===== src/rtl/pinrx_pkg.sv =====
package pinrx_pkg;

    localparam int OVS      = 16;
    localparam int CNT_W    = $clog2(OVS);
    localparam int MAX_BITS = 8;
    localparam int IDX_W    = $clog2(MAX_BITS);

    typedef struct packed {
        logic [1:0] len;
        logic       par_off;
        logic       even;
    } frame_cfg_t;

    typedef struct packed {
        logic [MAX_BITS-1:0] data;
        logic                perr;
        logic                ferr;
    } rx_result_t;

    typedef enum logic [2:0] {
        S_IDLE,
        S_START,
        S_DATA,
        S_PAR,
        S_STOP
    } rx_state_t;

    localparam frame_cfg_t CFG_RESET = '{len: 2'b11, par_off: 1'b1, even: 1'b0};

    function automatic logic [IDX_W-1:0] last_index(input logic [1:0] len);
        return IDX_W'(len) + IDX_W'(4);
    endfunction

    function automatic logic parity_bad(input logic [MAX_BITS-1:0] d,
                                        input logic pbit, input logic even);
        logic x;
        x = ^{d, pbit};
        return even ? x : ~x;
    endfunction

endpackage


===== src/rtl/pinrx_cfg_latch.sv =====
module pinrx_cfg_latch
    import pinrx_pkg::*;
(
    input  logic       clk,
    input  logic       rst,
    input  logic       load,
    input  frame_cfg_t pins,
    output frame_cfg_t cfg
);
    frame_cfg_t held;

    always_ff @(posedge clk) begin
        if (rst)       held <= CFG_RESET;
        else if (load) held <= pins;
    end

    assign cfg = load ? pins : held;


    cfg_hold_chk: assert property (@(posedge clk) disable iff (rst)
        (!load && !$past(load) && !$past(rst)) |-> $stable(cfg));

endmodule


===== src/rtl/pinrx_sampler.sv =====
module pinrx_sampler
    import pinrx_pkg::*;
#(
    parameter int OVER = OVS,
    localparam int CW  = $clog2(OVER),
    localparam int MID = OVER/2 - 1
)(
    input  logic       clk,
    input  logic       rst,
    input  logic       tick,
    input  logic       rx,
    input  frame_cfg_t cfg,
    output logic       done,
    output rx_result_t res
);
    rx_state_t           state;
    logic [CW-1:0]       cnt;
    logic [IDX_W-1:0]    idx;
    logic [MAX_BITS-1:0] shreg;
    logic                pbit;
    frame_cfg_t          fcfg;

    always_ff @(posedge clk) begin
        if (rst) begin
            state <= S_IDLE;
            cnt   <= '0;
            idx   <= '0;
            shreg <= '0;
            pbit  <= 1'b0;
            fcfg  <= CFG_RESET;
            done  <= 1'b0;
            res   <= '0;
        end else begin
            done <= 1'b0;
            if (tick) begin
                unique case (state)
                    S_IDLE: if (!rx) begin
                        state <= S_START;
                        cnt   <= '0;
                        shreg <= '0;
                        fcfg  <= cfg;
                    end
                    S_START: begin
                        if (cnt == CW'(MID)) begin
                            cnt   <= '0;
                            idx   <= '0;
                            state <= rx ? S_IDLE : S_DATA;
                        end else cnt <= cnt + 1'b1;
                    end
                    S_DATA: begin
                        if (cnt == CW'(OVER-1)) begin
                            cnt        <= '0;
                            shreg[idx] <= rx;
                            if (idx == last_index(fcfg.len))
                                state <= fcfg.par_off ? S_STOP : S_PAR;
                            else idx <= idx + 1'b1;
                        end else cnt <= cnt + 1'b1;
                    end
                    S_PAR: begin
                        if (cnt == CW'(OVER-1)) begin
                            cnt   <= '0;
                            pbit  <= rx;
                            state <= S_STOP;
                        end else cnt <= cnt + 1'b1;
                    end
                    S_STOP: begin
                        if (cnt == CW'(OVER-1)) begin
                            cnt      <= '0;
                            state    <= S_IDLE;
                            done     <= 1'b1;
                            res.data <= shreg;
                            res.ferr <= !rx;
                            res.perr <= fcfg.par_off ? 1'b0
                                        : parity_bad(shreg, pbit, fcfg.even);
                        end else cnt <= cnt + 1'b1;
                    end
                    default: state <= S_IDLE;
                endcase
            end
        end
    end


    short_word_chk: assert property (@(posedge clk) disable iff (rst)
        (done && fcfg.len == 2'b00) |-> (res.data[7:5] == 3'b000));


    start_abort_chk: assert property (@(posedge clk) disable iff (rst)
        (state == S_START && tick && cnt == CW'(MID) && rx) |=> (state == S_IDLE));

endmodule


===== src/rtl/pinrx_flags.sv =====
module pinrx_flags
    import pinrx_pkg::*;
(
    input  logic       clk,
    input  logic       rst,
    input  logic       done,
    input  rx_result_t res,
    input  logic       ack_n,
    output logic [MAX_BITS-1:0] data,
    output logic       ready,
    output logic       perr,
    output logic       ferr,
    output logic       ovr
);
    always_ff @(posedge clk) begin
        if (rst) begin
            data  <= '0;
            ready <= 1'b0;
            perr  <= 1'b0;
            ferr  <= 1'b0;
            ovr   <= 1'b0;
        end else if (done) begin
            data  <= res.data;
            perr  <= res.perr;
            ferr  <= res.ferr;
            ovr   <= ready;
            ready <= 1'b1;
        end else if (!ack_n) begin
            ready <= 1'b0;
        end
    end


    ready_set_chk: assert property (@(posedge clk) disable iff (rst)
        done |=> ready);


    ready_clr_chk: assert property (@(posedge clk) disable iff (rst)
        (!ack_n && !done) |=> !ready);


    overrun_chk: assert property (@(posedge clk) disable iff (rst)
        (done && ready) |=> ovr);


    hold_chk: assert property (@(posedge clk) disable iff (rst)
        (!done && !$past(rst)) |=> ($stable(data) && $stable(perr) && $stable(ferr)));

endmodule


===== src/rtl/pinrx_top.sv =====
module pinrx_top
    import pinrx_pkg::*;
(
    input  logic       clk,
    input  logic       rst,
    input  logic       tick16,
    input  logic       rx_in,
    input  logic       cfg_load,
    input  logic [1:0] cfg_len,
    input  logic       cfg_par_off,
    input  logic       cfg_even,
    input  logic       ack_n,
    input  logic       data_hide,
    input  logic       flag_hide,
    output logic [7:0] rx_data,
    output logic       data_en,
    output logic       rx_ready,
    output logic       err_parity,
    output logic       err_frame,
    output logic       err_overrun,
    output logic       flag_en
);
    frame_cfg_t pins, cfg;
    rx_result_t res;
    logic       done;
    logic [MAX_BITS-1:0] d_q;
    logic       rdy_q, pe_q, fe_q, ov_q;

    assign pins = '{len: cfg_len, par_off: cfg_par_off, even: cfg_even};

    pinrx_cfg_latch u_latch (
        .clk(clk), .rst(rst), .load(cfg_load), .pins(pins), .cfg(cfg)
    );

    pinrx_sampler #(.OVER(OVS)) u_samp (
        .clk(clk), .rst(rst), .tick(tick16), .rx(rx_in), .cfg(cfg),
        .done(done), .res(res)
    );

    pinrx_flags u_flags (
        .clk(clk), .rst(rst), .done(done), .res(res), .ack_n(ack_n),
        .data(d_q), .ready(rdy_q), .perr(pe_q), .ferr(fe_q), .ovr(ov_q)
    );

    assign data_en     = !data_hide;
    assign flag_en     = !flag_hide;
    assign rx_data     = data_en ? d_q : '0;
    assign rx_ready    = flag_en & rdy_q;
    assign err_parity  = flag_en & pe_q;
    assign err_frame   = flag_en & fe_q;
    assign err_overrun = flag_en & ov_q;

endmodule


===== config.mk =====
export PLATFORM = sky130hd
export DESIGN_NAME = pinrx_top
export DESIGN_NICKNAME = d
export VERILOG_FILES = /design/src/rtl/pinrx_pkg.sv /design/src/rtl/pinrx_cfg_latch.sv /design/src/rtl/pinrx_sampler.sv /design/src/rtl/pinrx_flags.sv /design/src/rtl/pinrx_top.sv
export SDC_FILE = /design/constraint.sdc
export NUM_CORES = 1
export LEC_CHECK = 0
export ABC_AREA = 1
export BUFFER_PORTS_ARGS = -buffer_cell sky130_fd_sc_hd__clkbuf_2
export CAP_MARGIN = 20
export CORE_AREA = 2 2 95 97
export CTS_BUF_LIST = sky130_fd_sc_hd__clkbuf_4
export DETAILED_ROUTE_END_ITERATION = 6
export DIE_AREA = 0 0 97 99
export SLEW_MARGIN = 10
export SYNTH_ARGS = -nofsm -noshare
export SYNTH_HDL_FRONTEND = slang
export SYNTH_HIERARCHICAL = 1
export SYNTH_SLANG_ARGS = --single-unit

===== constraint.sdc =====
create_clock -name clk -period 2.5 [get_ports clk]
set_clock_uncertainty 0.15 [all_clocks]
set_input_delay 0.25 -clock clk [delete_from_list [all_inputs] [get_ports clk]]
set_output_delay 0.25 -clock clk [all_outputs]
set_load 0.03 [all_outputs]

==> results.txt, run 1 <==
----------------------------------------------------
[Setup path]
  Critical-path cell with the highest stage delay ... sky130_fd_sc_hd__dfxtp_1
  Most prevalent standard cell on the critical path ... sky130_fd_sc_hd__nand2_1
  Longest individual stage delay on the worst path ... 0.40 ns
  Max Fanout on Critical Path ... 16
  Required time of the critical path ... 2.62 ns
  Element type at the critical path end ... flip-flop
  Arrival time of the worst setup path ... 2.02 ns
  Ordered cell list for the critical path ... ha_1 > nand2_1 > nor2_1 > nand2_2 > a21oi_4 > o21ai_0 > nand2_1 > a21oi_1
  Total buffers and inverters traversed by the critical path ... 0
  Category of cells accounting for the largest share of critical-path delay ... compound AO/OA/AOI/OAI gates
  Setup crit start kind ... flip-flop
  Critical path class ... reg -> reg

[Floorplanning]
  DIE WIDTH ... 97 µm
  Cell row count ... 34
  Starting density of the core ... 0.2921
  Die height ... 99 µm
  Total die area ... 9603 µm²
  Total I/O pin count ... 26
  Core region area ... 8551 µm²

[Yosys]
  Post-synthesis simple-gate area fraction ... 0.3322
  Top post-synthesis cells by count ... sky130_fd_sc_hd__nand2_1, sky130_fd_sc_hd__nor2_1, sky130_fd_sc_hd__dfxtp_1, sky130_fd_sc_hd__inv_1, sky130_fd_sc_hd__nand3_1
  Dominant combinational cell family by area after synthesis ... simple AND/OR/NAND/NOR gates
  Synth warn ... 6
  Post-synthesis instance area ... 2497 µm²
  Xor/xnor cell area share of the yosys netlist ... 0.02104
  Unique cell type count in the Yosys netlist ... 27
  Mux cell area share after synthesis ... 0
  Sequential-to-total area share from yosys stat ... 0.4008
  Adder-Cell Fraction of Synth Area ... 0.01002
  Compound-Gate Fraction of Synth Area ... 0.1157
  Library cell with the highest instance count after synthesis ... sky130_fd_sc_hd__nand2_1
  Primary flip-flop cell chosen by synthesis mapping ... sky130_fd_sc_hd__dfxtp_1
  Share of async-settable or async-resettable flops after synthesis ... 0
  Number of cells produced by synthesis ... 377
  Avg Synthesized Cell Area ... 6.624 µm²
  Fraction of synthesized cell area taken by the top area cell type ... 0.4008
  Total nets after synthesis ... 391
  Top cells by area, synth ... sky130_fd_sc_hd__dfxtp_1, sky130_fd_sc_hd__nand2_1, sky130_fd_sc_hd__nor2_1
  Flop and latch count out of synthesis ... 50
  Number of synthesized flops with an enable pin ... 0
  Post-synthesis cell type with the largest combined area ... sky130_fd_sc_hd__dfxtp_1

[Routing]
  Drt drc ... 0
  DRT Pass-1 Iters ... 4
  Routed via count ... 2244
  Antenna Nets Post-Route ... 0
  Total Routed Length ... 4.901 mm
  Violation count after the first detailed-route iteration ... 86
  Vias per Instance ... 4.366
  Routed length per instance ... 9.535 µm

[Timing]
  Worst slew margin ... 0.5162
  Minimum clock period ... 1.902 ns
  Max Clk Rate ... 525.7 MHz
  Final clock period utilization by the worst path ... 0.7608
  Setup TNS ... 0 ns
  Final Setup Violations ... 0
  Number of endpoints with negative hold slack in the final report ... 0
  Least-Margin Pin Slew ... 0.7247 ns
  Setup repair after global routing missed its margin ... no
  Count of final max-slew check failures ... 0
  Final setup slack of the worst path ... 0.5979 ns

[Pwr]
  Pwr Density ... 638.8 nW/µm²
  Switching power of the nets ... 0.6072 mW
  Combinational share of power ... 0.247
  Fraction of power spent switching nets ... 0.3369
  Maximum VDD drop ... 0.3901 mV
  Lkg Pwr ... 1.183 nW
  Internal power summed over all cells ... 1.195 mW
  Relative contribution of the clock network to total power ... 0.266
  Seq pwr share ... 0.487
  Total power ... 1.802 mW

[Layout]
  Final layout net count ... 419
  Layout area overhead ... 12.98%
  Number of diodes ... 0
  Fraction of layout cells with a size suffix above 1 ... 0.1429
  Final standard cell count with taps included and fillers excluded ... 514

[Clocking]
  Clk pin slew, worst setup/hold paths ... 0.15 ns
  Maximum level of the CTS H-tree ... 2
  Clock tree from TritonCTS ... yes
  Number of sinks handled by clock tree synthesis ... 50
  Number of gates resized after CTS ... 0
  Root buffer cell ... sky130_fd_sc_hd__clkbuf_4
  CTS Buffer Depth ... 2
  Total clock buffers created by CTS ... 5
  Clk_lat worst skew ... 0.37 ns
  Number of buffers inserted by post-CTS setup repair ... 0

[Global route]
  Antenna violations before repair ... 0
  Number of global-route vias before repair ... 2154
  Largest net degree at the start of global routing ... 24
  Wire length of the first global-routing pass ... 9.170 mm
  Total track usage ... 0.1135
  GRT Residual Overflow ... 0

[Status]
  Result of the run ... complete, no violations

[Placement]
  Final estimated routing congestion in global placement ... 0.8045
  Port Buf Inserts ... 25
  Number of placed instances with taps included ... 501
  Setup slack after placement ... 0.6591 ns
  DP HPWL ... 3.526 mm

[Job]
  Maximum capacitance violations ... 0

[Hold path]
  HP Class ... in -> reg

----------------------------------------------------
[cell type report]
cell class	count	area, µm²
Tap cell	108	135.1
Sequential cell	50	1001
Inverter	58	217.7
Multi-Input combinational cell	258	1196
Clock inverter	3	43.79
Clock buffer	5	37.54
Fill cell	957	5729
Timing Repair Buffer	32	190.2
[worst reg2reg max path: stages (launching register included)]
cell                      delay, ns
sky130_fd_sc_hd__dfxtp_1       0.40
sky130_fd_sc_hd__ha_1          0.20
sky130_fd_sc_hd__nand2_1       0.11
sky130_fd_sc_hd__nor2_1        0.22
sky130_fd_sc_hd__nand2_2       0.10
sky130_fd_sc_hd__a21oi_4       0.32
sky130_fd_sc_hd__o21ai_0       0.17
sky130_fd_sc_hd__nand2_1       0.09
sky130_fd_sc_hd__a21oi_1       0.05
[placed cells by master (no fill, tap or decap), types with 3 or more instances in the layout]
cell type	Yosys	layout
sky130_fd_sc_hd__nor2_2	3	3
sky130_fd_sc_hd__inv_1	50	50
sky130_fd_sc_hd__nor2_1	67	67
sky130_fd_sc_hd__dlygate4sd3_1	0	5
sky130_fd_sc_hd__a21oi_2	3	3
sky130_fd_sc_hd__nand2_1	90	90
sky130_fd_sc_hd__nor3_1	6	6
sky130_fd_sc_hd__inv_2	7	7
sky130_fd_sc_hd__xnor2_1	4	4
sky130_fd_sc_hd__nand2_2	6	6
sky130_fd_sc_hd__clkbuf_2	0	25
sky130_fd_sc_hd__o21ai_0	21	21
sky130_fd_sc_hd__dfxtp_1	50	50
sky130_fd_sc_hd__clkbuf_4	0	5
sky130_fd_sc_hd__a21oi_1	22	22
sky130_fd_sc_hd__nand3_1	24	24
[repair_timing]
action,4_1_cts,5_1_grt
endpoints found under the setup margin,0,0
endpoints found under the hold margin,5,0
hold buffers,5,0
[metal layers]
| metal | share of wire | wire length (µm) | global-route usage |
|---|---|---|---|
| met2 | 0.44 | 2174 | 0.1870 |
| met4 | 0.013 | 65 | 0.04442 |
| met3 | 0.044 | 218 | 0.02411 |
| met5 | 0 | 0 | 0 |
| met1 | 0.50 | 2443 | 0.1459 |
[flip-flops by register name, summed over array words and instances, names as in the netlist]
signal         flops
u_samp/res        10
u_flags/data       8
u_samp/state       3
u_flags/ovr        1
u_latch/held       4
u_flags/ferr       1
u_flags/perr       1
u_samp/fcfg        4
u_samp/idx         3
u_samp/pbit        1
u_samp/shreg       8
u_flags/ready      1
u_samp/cnt         4
u_samp/done        1
[metrics by stage]
step                instance area, µm²  hold WS, ns  utilization
floorplan                         2497       0.1624            -
global placement                  2690       0.2875       0.3146
detailed placement                2690       0.2990       0.3146
CTS                               2821     0.008583       0.3300
global route                      2821      0.01619       0.3300
finish                            2821      0.02475       0.3300
[cells by family (layout without fill, tap and decap cells)]
group / count (synthesis) / in the layout
adders and majority gates: 2 / 2
and+or+nand+nor: 200 / 200
xor gates and xnor gates: 6 / 6
DFF: 50 / 50
AOI/OAI and AO/OA: 50 / 50
buffers and inverters: 69 / 98
[path summary, 6_finish.rpt]
check	depth (start not counted)	startpoint	end	slack (ns)
hold / removal	5	cfg_even	u_latch/held[0]$_SDFF_PP0_	0.02
hold reg to reg	2	u_latch/held[3]$_SDFF_PP1_	u_latch/held[3]$_SDFF_PP1_	0.33
setup / recovery	8	u_samp/cnt[0]$_SDFFE_PP0P_	u_samp/shreg[6]$_SDFFE_PP0P_	0.60
setup reg to reg	8	u_samp/cnt[0]$_SDFFE_PP0P_	u_samp/shreg[6]$_SDFFE_PP0P_	0.60
[power by group through the flow]
stage | registers (mW) | clock network (mW) | logic, mW
global route | 0.884 | 0.540 | 0.517
finish | 0.877 | 0.480 | 0.445
floorplan | 0.883 | 0 | 0.370
global placement | 0.893 | 0 | 0.433
detailed placement | 0.894 | 0 | 0.438
CTS | 0.877 | 0.501 | 0.446
Power figures use the tool's default switching activity.
==> inputs of run 2 (changes only) <==
- clock period: 2.5 -> 1.9 ns (I/O delays scaled with it)
==> run 2 against run 1 <==
  * Sequential share of layout area decreased by 1.0 points
  * Cell count increased by 1.9%
  * Core utilization increased by 1.0 points
  * Largest power group unchanged
==> results.txt, run 2 (synthesis results as in run 1) <==
----------------------------------------------------
[Global route]
  Largest net degree at the start of global routing ... 20 (-17%)
  Antenna violations before repair ... 0 (unchanged)
  Total track usage ... 0.1125 (-0.0009305)
  Wire length of the first global-routing pass ... 9.059 mm (-1.2%)
  Number of global-route vias before repair ... 2116 (-1.8%)
  GRT Residual Overflow ... 0 (unchanged)

[Clocking]
  Total clock buffers created by CTS ... 5 (unchanged)
  Clk_lat worst skew ... 0.36 ns (about the same)
  Clk pin slew, worst setup/hold paths ... 0.14 ns (about the same)
  Root buffer cell ... sky130_fd_sc_hd__clkbuf_4
  Clock tree from TritonCTS ... yes
  Maximum level of the CTS H-tree ... 2 (unchanged)
  CTS Buffer Depth ... 2 (unchanged)
  Number of sinks handled by clock tree synthesis ... 50 (unchanged)

[Layout]
  Number of flip-flops under the largest register name ... 10 (unchanged)
  Register cell area after layout ... 1001 µm² (unchanged)
  Commonest non-fill, non-tap cells in the layout ... sky130_fd_sc_hd__nand2_1, sky130_fd_sc_hd__nor2_1, sky130_fd_sc_hd__inv_1, sky130_fd_sc_hd__dfxtp_1, sky130_fd_sc_hd__clkbuf_2
  Register with the highest flop count ... u_samp/res
  Layout filler cell count ... 966 (+0.94%)
  Number of diodes ... 0 (unchanged)
  Most common cell after layout, fill and taps aside ... sky130_fd_sc_hd__nand2_1
  Final layout net count ... 429 (+2.4%)
  Area of the multi-input gates ... 1206 µm² (+0.84%)
  Fraction of layout cells with a size suffix above 1 ... 0.1514 (+0.008585)
  Layout area overhead ... 16.38%
  Largest regs ... u_samp/res: 10 flops, u_flags/data: 8 flops, u_samp/shreg: 8 flops

[Floorplanning]
  Total die area ... 9603 µm² (unchanged)
  Die height ... 99 µm (unchanged)
  Cell row count ... 34 (unchanged)
  Total I/O pin count ... 26 (unchanged)
  Starting density of the core ... 0.2921 (unchanged)
  DIE WIDTH ... 97 µm (unchanged)
  Core region area ... 8551 µm² (unchanged)

[Routing]
  Antenna Nets Post-Route ... 0 (unchanged)
  Violation count after the first detailed-route iteration ... 109 (+27%)
  DRT Pass-1 Iters ... 5 (+1)
  Drt drc ... 0 (unchanged)
  Vias per Instance ... 4.336 (-0.68%)
  Total Routed Length ... 4.954 mm (+1.1%)
  Routed length per instance ... 9.454 µm (-0.85%)
  Routed via count ... 2272 (+1.2%)

[Hold path]
  Cell count of the worst hold path ... 4 (-1)
  HP Class ... in -> reg
  End point of the worst hold path ... u_latch/held[2]$_SDFF_PP1_
  Launch point of the worst hold path ... cfg_load

[Setup path]
  Critical path class ... reg -> reg
  Required time of the critical path ... 2.02 ns (-0.60 ns)
  Start of the worst register-to-register path ... u_samp/cnt[0]$_SDFFE_PP0P_
  Setup crit start kind ... flip-flop
  Element type at the critical path end ... flip-flop
  Depth of the most critical reg-to-reg path ... 8 (unchanged)
  Max Fanout on Critical Path ... 6 (-10)
  Arrival time of the worst setup path ... 1.87 ns (-0.15 ns)
  Setup slack on the worst flop-to-flop path ... 0.15 ns (-0.45 ns)
  R2r endpoint ... u_samp/state[1]$_SDFFE_PP0P_

[Pwr]
  Maximum VDD drop ... 0.4200 mV (+7.7%)
  Lkg Pwr ... 1.212 nW (+2.5%)
  Fraction of power spent switching nets ... 0.3451 (+0.008190)
  Seq pwr share ... 0.504 (+0.017)
  Internal power summed over all cells ... 1.498 mW (+25%)
  Relative contribution of the clock network to total power ... 0.203 (-0.063)
  Switching power of the nets ... 0.7894 mW (+30%)
  Pwr Density ... 787.0 nW/µm² (+23%)
  Combinational share of power ... 0.293 (+0.046)

[Timing]
  Max Clk Rate ... 571.3 MHz (+8.7%)
  Number of endpoints with negative hold slack in the final report ... 0 (unchanged)
  Post-route worst hold slack ... 0.04605 ns (+0.02130 ns)
  Least-Margin Pin Slew ... 0.5074 ns (-0.2172 ns)
  Final clock period utilization by the worst path ... 0.9213 (+0.1604)
  Minimum clock period ... 1.750 ns (-0.1517 ns)
  Worst slew margin ... 0.6596 (+0.1434)
  Count of final max-slew check failures ... 0 (unchanged)
  Final setup slack of the worst path ... 0.1496 ns (-0.4483 ns)
  Final Setup Violations ... 0 (unchanged)

[Status]
  Result of the run ... complete, no violations

[Placement]
  Setup slack after placement ... 0.05207 ns (-0.6070 ns)
  DP HPWL ... 3.530 mm (+0.14%)
  Port Buf Inserts ... 25 (unchanged)
  Final estimated routing congestion in global placement ... 0.8007 (-0.47%)

[Job]
  Maximum capacitance violations ... 0 (unchanged)

----------------------------------------------------
run 2: layout make-up:
cell class / count / area share
clock buffers: 5 / 0.01291
clock inverters: 3 / 0.005596
inverters: 58 / 0.07576
multi-input cells: 258 / 0.4150
repair buffers: 42 / 0.09987
well taps: 108 / 0.04649
flip-flops and latches: 50 / 0.3444
run 2: power groups by stage:
| stage | clock network (mW) | logic (mW) | registers (mW) |
|---|---|---|---|
| after floorplan | 0 | 0.487 | 1.16 |
| after global placement | 0 | 0.586 | 1.17 |
| after global routing | 0.541 | 0.767 | 1.16 |
| after CTS | 0.494 | 0.612 | 1.15 |
| final | 0.465 | 0.670 | 1.15 |
| after detailed placement | 0 | 0.594 | 1.17 |
run 2: worst max-delay path by stage:
stage	to	start	slack (ns)	cells past startpoint
floorplan	u_samp/shreg[3]$_SDFFE_PP0P_	u_samp/cnt[0]$_SDFFE_PP0P_	0.27	9
global placement	u_samp/shreg[4]$_SDFFE_PP0P_	u_samp/cnt[0]$_SDFFE_PP0P_	0.14	8
detailed placement	u_samp/shreg[1]$_SDFFE_PP0P_	u_samp/cnt[0]$_SDFFE_PP0P_	0.05	8
CTS	u_samp/shreg[2]$_SDFFE_PP0P_	u_samp/cnt[0]$_SDFFE_PP0P_	0.04	8
global route	u_samp/state[2]$_SDFFE_PP0P_	u_samp/cnt[0]$_SDFFE_PP0P_	-0.03	9
finish	u_samp/state[1]$_SDFFE_PP0P_	u_samp/cnt[0]$_SDFFE_PP0P_	0.15	8
run 2: routing by layer:
layer | wire length (µm) | vias to the layer above | GRT usage
li1 | - | 1237 | -
met1 | 2337 | 975 | 0.1414
met2 | 2294 | 58 | 0.1918
met3 | 292 | 2 | 0.02624
met4 | 28 | 0 | 0.03575
met5 | 0 | - | 0
run 2: timing repair:
item                       CTS  global route
setup endpoints to repair    0            16
buffers inserted             0             2
hold endpoints to repair     9             0
resized for setup            0             5
hold buffers                10             0
run 2: worst max-delay path: stages (launching register included):
cell                       delay, ns
sky130_fd_sc_hd__dfxtp_1        0.39
sky130_fd_sc_hd__ha_1           0.20
sky130_fd_sc_hd__nand2_1        0.15
sky130_fd_sc_hd__nor2_4         0.15
sky130_fd_sc_hd__o21ai_1        0.10
sky130_fd_sc_hd__nor2_1         0.16
sky130_fd_sc_hd__nand3b_2       0.16
sky130_fd_sc_hd__nor2_1         0.14
sky130_fd_sc_hd__nor2_1         0.06
run 2: through the flow:
stage / power, mW / TNS [ns] / util / area, µm² / instances
6_report: 2.287 / 0 / 0.3399 / 2907 / 524
3_3_place_gp: 1.761 / 0 / 0.3172 / 2713 / 504
3_5_place_dp: 1.769 / 0 / 0.3172 / 2713 / 504
5_1_grt: 2.469 / -0.06578 / 0.3399 / 2907 / 524
4_1_cts: 2.258 / 0 / 0.3352 / 2867 / 522
2_1_floorplan: 1.650 / 0 / - / 2497 / 377
==> inputs of run 3 (changes only) <==
- CELL_PAD_IN_SITES_DETAIL_PLACEMENT: not set -> 1
- CELL_PAD_IN_SITES_GLOBAL_PLACEMENT: not set -> 2
- PLACE_DENSITY_LB_ADDON: not set -> 0.1
==> run 3 against run 2 <==
  * Largest cell class unchanged
  * Power is 3.0% higher
  * Design area up 1.0%
  * Flip-flop and latch count did not move
==> results.txt, run 3 (synthesis results as in run 1) <==
----------------------------------------------------
[Layout]
  Number of diodes ... 0 (unchanged)
  Commonest non-fill, non-tap cells in the layout ... sky130_fd_sc_hd__nand2_1, sky130_fd_sc_hd__nor2_1, sky130_fd_sc_hd__inv_1
  Register with the highest flop count ... u_samp/res
  Fraction of layout cells with a size suffix above 1 ... 0.1555 (+0.004060)
  Final layout net count ... 431 (+0.47%)
  Layout area overhead ... 17.59%
  Layout filler cell count ... 1115 (+15%)
  Largest regs ... u_samp/res: 10 flops, u_flags/data: 8 flops, u_samp/shreg: 8 flops
  Final standard cell count with taps included and fillers excluded ... 526 (+0.38%)
  Number of flip-flops under the largest register name ... 10 (unchanged)
  Post-Layout Inst Area ... 2937 µm² (+1.0%)
  Register cell area after layout ... 1002 µm² (+0.12%)
  Most common cell after layout, fill and taps aside ... sky130_fd_sc_hd__nand2_1
  Area of the multi-input gates ... 1207 µm² (+0.10%)

[Clocking]
  Root buffer cell ... sky130_fd_sc_hd__clkbuf_4
  Clock tree from TritonCTS ... yes
  Clk_lat worst skew ... 0.37 ns (about the same)
  Clk pin slew, worst setup/hold paths ... 0.15 ns (about the same)
  CTS Buffer Depth ... 2 (unchanged)
  Maximum level of the CTS H-tree ... 2 (unchanged)
  Total clock buffers created by CTS ... 5 (unchanged)
  Number of sinks handled by clock tree synthesis ... 50 (unchanged)

[Timing]
  Least-Margin Pin Slew ... 0.5433 ns (+0.03588 ns)
  Setup TNS ... 0 ns (unchanged)
  Worst slew margin ... 0.6356 (-0.02407)
  Minimum clock period ... 1.799 ns (+0.04854 ns)
  Max Clk Rate ... 555.9 MHz (-2.7%)
  Final Setup Violations ... 0 (unchanged)
  Final setup slack of the worst path ... 0.1011 ns (-0.04854 ns)
  Count of final max-slew check failures ... 0 (unchanged)
  Setup repair after global routing missed its margin ... yes
  Final clock period utilization by the worst path ... 0.9468 (+0.02555)
  Post-route worst hold slack ... 0.02689 ns (-0.01916 ns)
  Number of endpoints with negative hold slack in the final report ... 0 (unchanged)

[Floorplanning]
  DIE WIDTH ... 97 µm (unchanged)
  Starting density of the core ... 0.2921 (unchanged)
  Cell row count ... 34 (unchanged)
  Core region area ... 8551 µm² (unchanged)
  Die height ... 99 µm (unchanged)
  Total I/O pin count ... 26 (unchanged)
  Total die area ... 9603 µm² (unchanged)

[Job]
  Maximum capacitance violations ... 0 (unchanged)

[Pwr]
  Maximum VDD drop ... 0.3707 mV (-12%)
  Pwr Density ... 802.4 nW/µm² (+2.0%)
  Lkg Pwr ... 1.231 nW (+1.6%)

[Global route]
  Wire length of the first global-routing pass ... 10.78 mm (+19%)
  Largest net degree at the start of global routing ... 20 (unchanged)
  Number of global-route vias before repair ... 2375 (+12%)
  Antenna violations before repair ... 0 (unchanged)
  GRT Residual Overflow ... 0 (unchanged)
  Total track usage ... 0.1355 (+0.02300)

[Placement]
  Cell Area, Placed ... 2740 µm² (+1.0%)
  DP HPWL ... 4.497 mm (+27%)
  Setup slack after placement ... 0.02562 ns (-0.02645 ns)
  Number of placed instances with taps included ... 506 (+0.40%)
  Final estimated routing congestion in global placement ... 0.7590 (-5.2%)
  Port Buf Inserts ... 25 (unchanged)

[Setup path]
  Required time of the critical path ... 2.04 ns (+0.02 ns)
  Critical path class ... reg -> reg
  Arrival time of the worst setup path ... 1.94 ns (+0.07 ns)
  Setup crit start kind ... flip-flop
  Element type at the critical path end ... flip-flop
  Max Fanout on Critical Path ... 3 (-3)

[Routing]
  Drt drc ... 0 (unchanged)
  DRT Pass-1 Iters ... 4 (-1)
  Routed via count ... 2354 (+3.6%)
  Total Routed Length ... 5.889 mm (+19%)
  Antenna Nets Post-Route ... 0 (unchanged)
  Vias per Instance ... 4.475 (+3.2%)
  Routed length per instance ... 11.20 µm (+18%)
  Violation count after the first detailed-route iteration ... 28 (-74%)

[Hold path]
  HP Class ... in -> reg

[Status]
  Result of the run ... complete, no violations

----------------------------------------------------
[run 3: cell count changes in the layout (fill, tap and decap cells not counted), sizes merged]
| cell | previous run | this run |
|---|---|---|
| buf | 7 | 9 |
[run 3: final cells by class]
class | count | share of cell area
clock buffers | 5 | 0.01278
inverters | 58 | 0.07499
clock inverters | 3 | 0.005539
multi-input cells | 258 | 0.4112
well taps | 108 | 0.04602
repair buffers | 44 | 0.1082
flip-flops and latches | 50 | 0.3413
[run 3: repair_timing]
item	in CTS	in global routing
gates cloned	0	0
setup endpoints to repair	7	15
hold buffers	10	0
gates resized for setup	1	4
hold endpoints to repair	10	0
buffers inserted	1	1
pin swaps	1	2
[run 3: per-stage QoR]
step,power (mW),utilization
after detailed placement,1.817,0.3205
final,2.356,0.3434
after global placement,1.815,0.3205
after global routing,2.563,0.3434
after CTS,2.379,0.3411
after floorplan,1.650,-
[run 3: worst paths after layout]
check,from,to,slack [ns],cells past startpoint
setup / recovery,u_samp/cnt[1]$_SDFFE_PP0P_,u_samp/cnt[3]$_SDFFE_PP0P_,0.10,9
hold / removal,cfg_load,u_latch/held[0]$_SDFF_PP0_,0.03,4
setup reg to reg,u_samp/cnt[1]$_SDFFE_PP0P_,u_samp/cnt[3]$_SDFFE_PP0P_,0.10,9
hold reg to reg,u_latch/held[3]$_SDFF_PP1_,u_latch/held[3]$_SDFF_PP1_,0.32,2
[run 3: power by group]
group	switching, mW	internal, mW
combinational	0.443	0.270
sequential	0.0489	1.11
clock	0.351	0.139
[run 3: metal layers]
layer	part of all wire	vias up	global-route usage	routed length (µm)
met1	0.46	1066	0.1587	2718
met3	0.034	6	0.02553	201
li1	-	1251	-	-
met2	0.49	31	0.2511	2896
met4	0.013	0	0.04009	74
met5	0	-	0	0
[run 3: worst max-delay path: stages (launching register included)]
cell and delay (ns):
sky130_fd_sc_hd__dfxtp_1 0.38, sky130_fd_sc_hd__ha_1 0.19, sky130_fd_sc_hd__nand2_1 0.12, sky130_fd_sc_hd__nor2_2 0.18, sky130_fd_sc_hd__o21ai_1 0.10, sky130_fd_sc_hd__nor2_1 0.22, sky130_fd_sc_hd__buf_4 0.16, sky130_fd_sc_hd__nand2_1 0.04
sky130_fd_sc_hd__nand2_1 0.10, sky130_fd_sc_hd__nor2_1 0.07
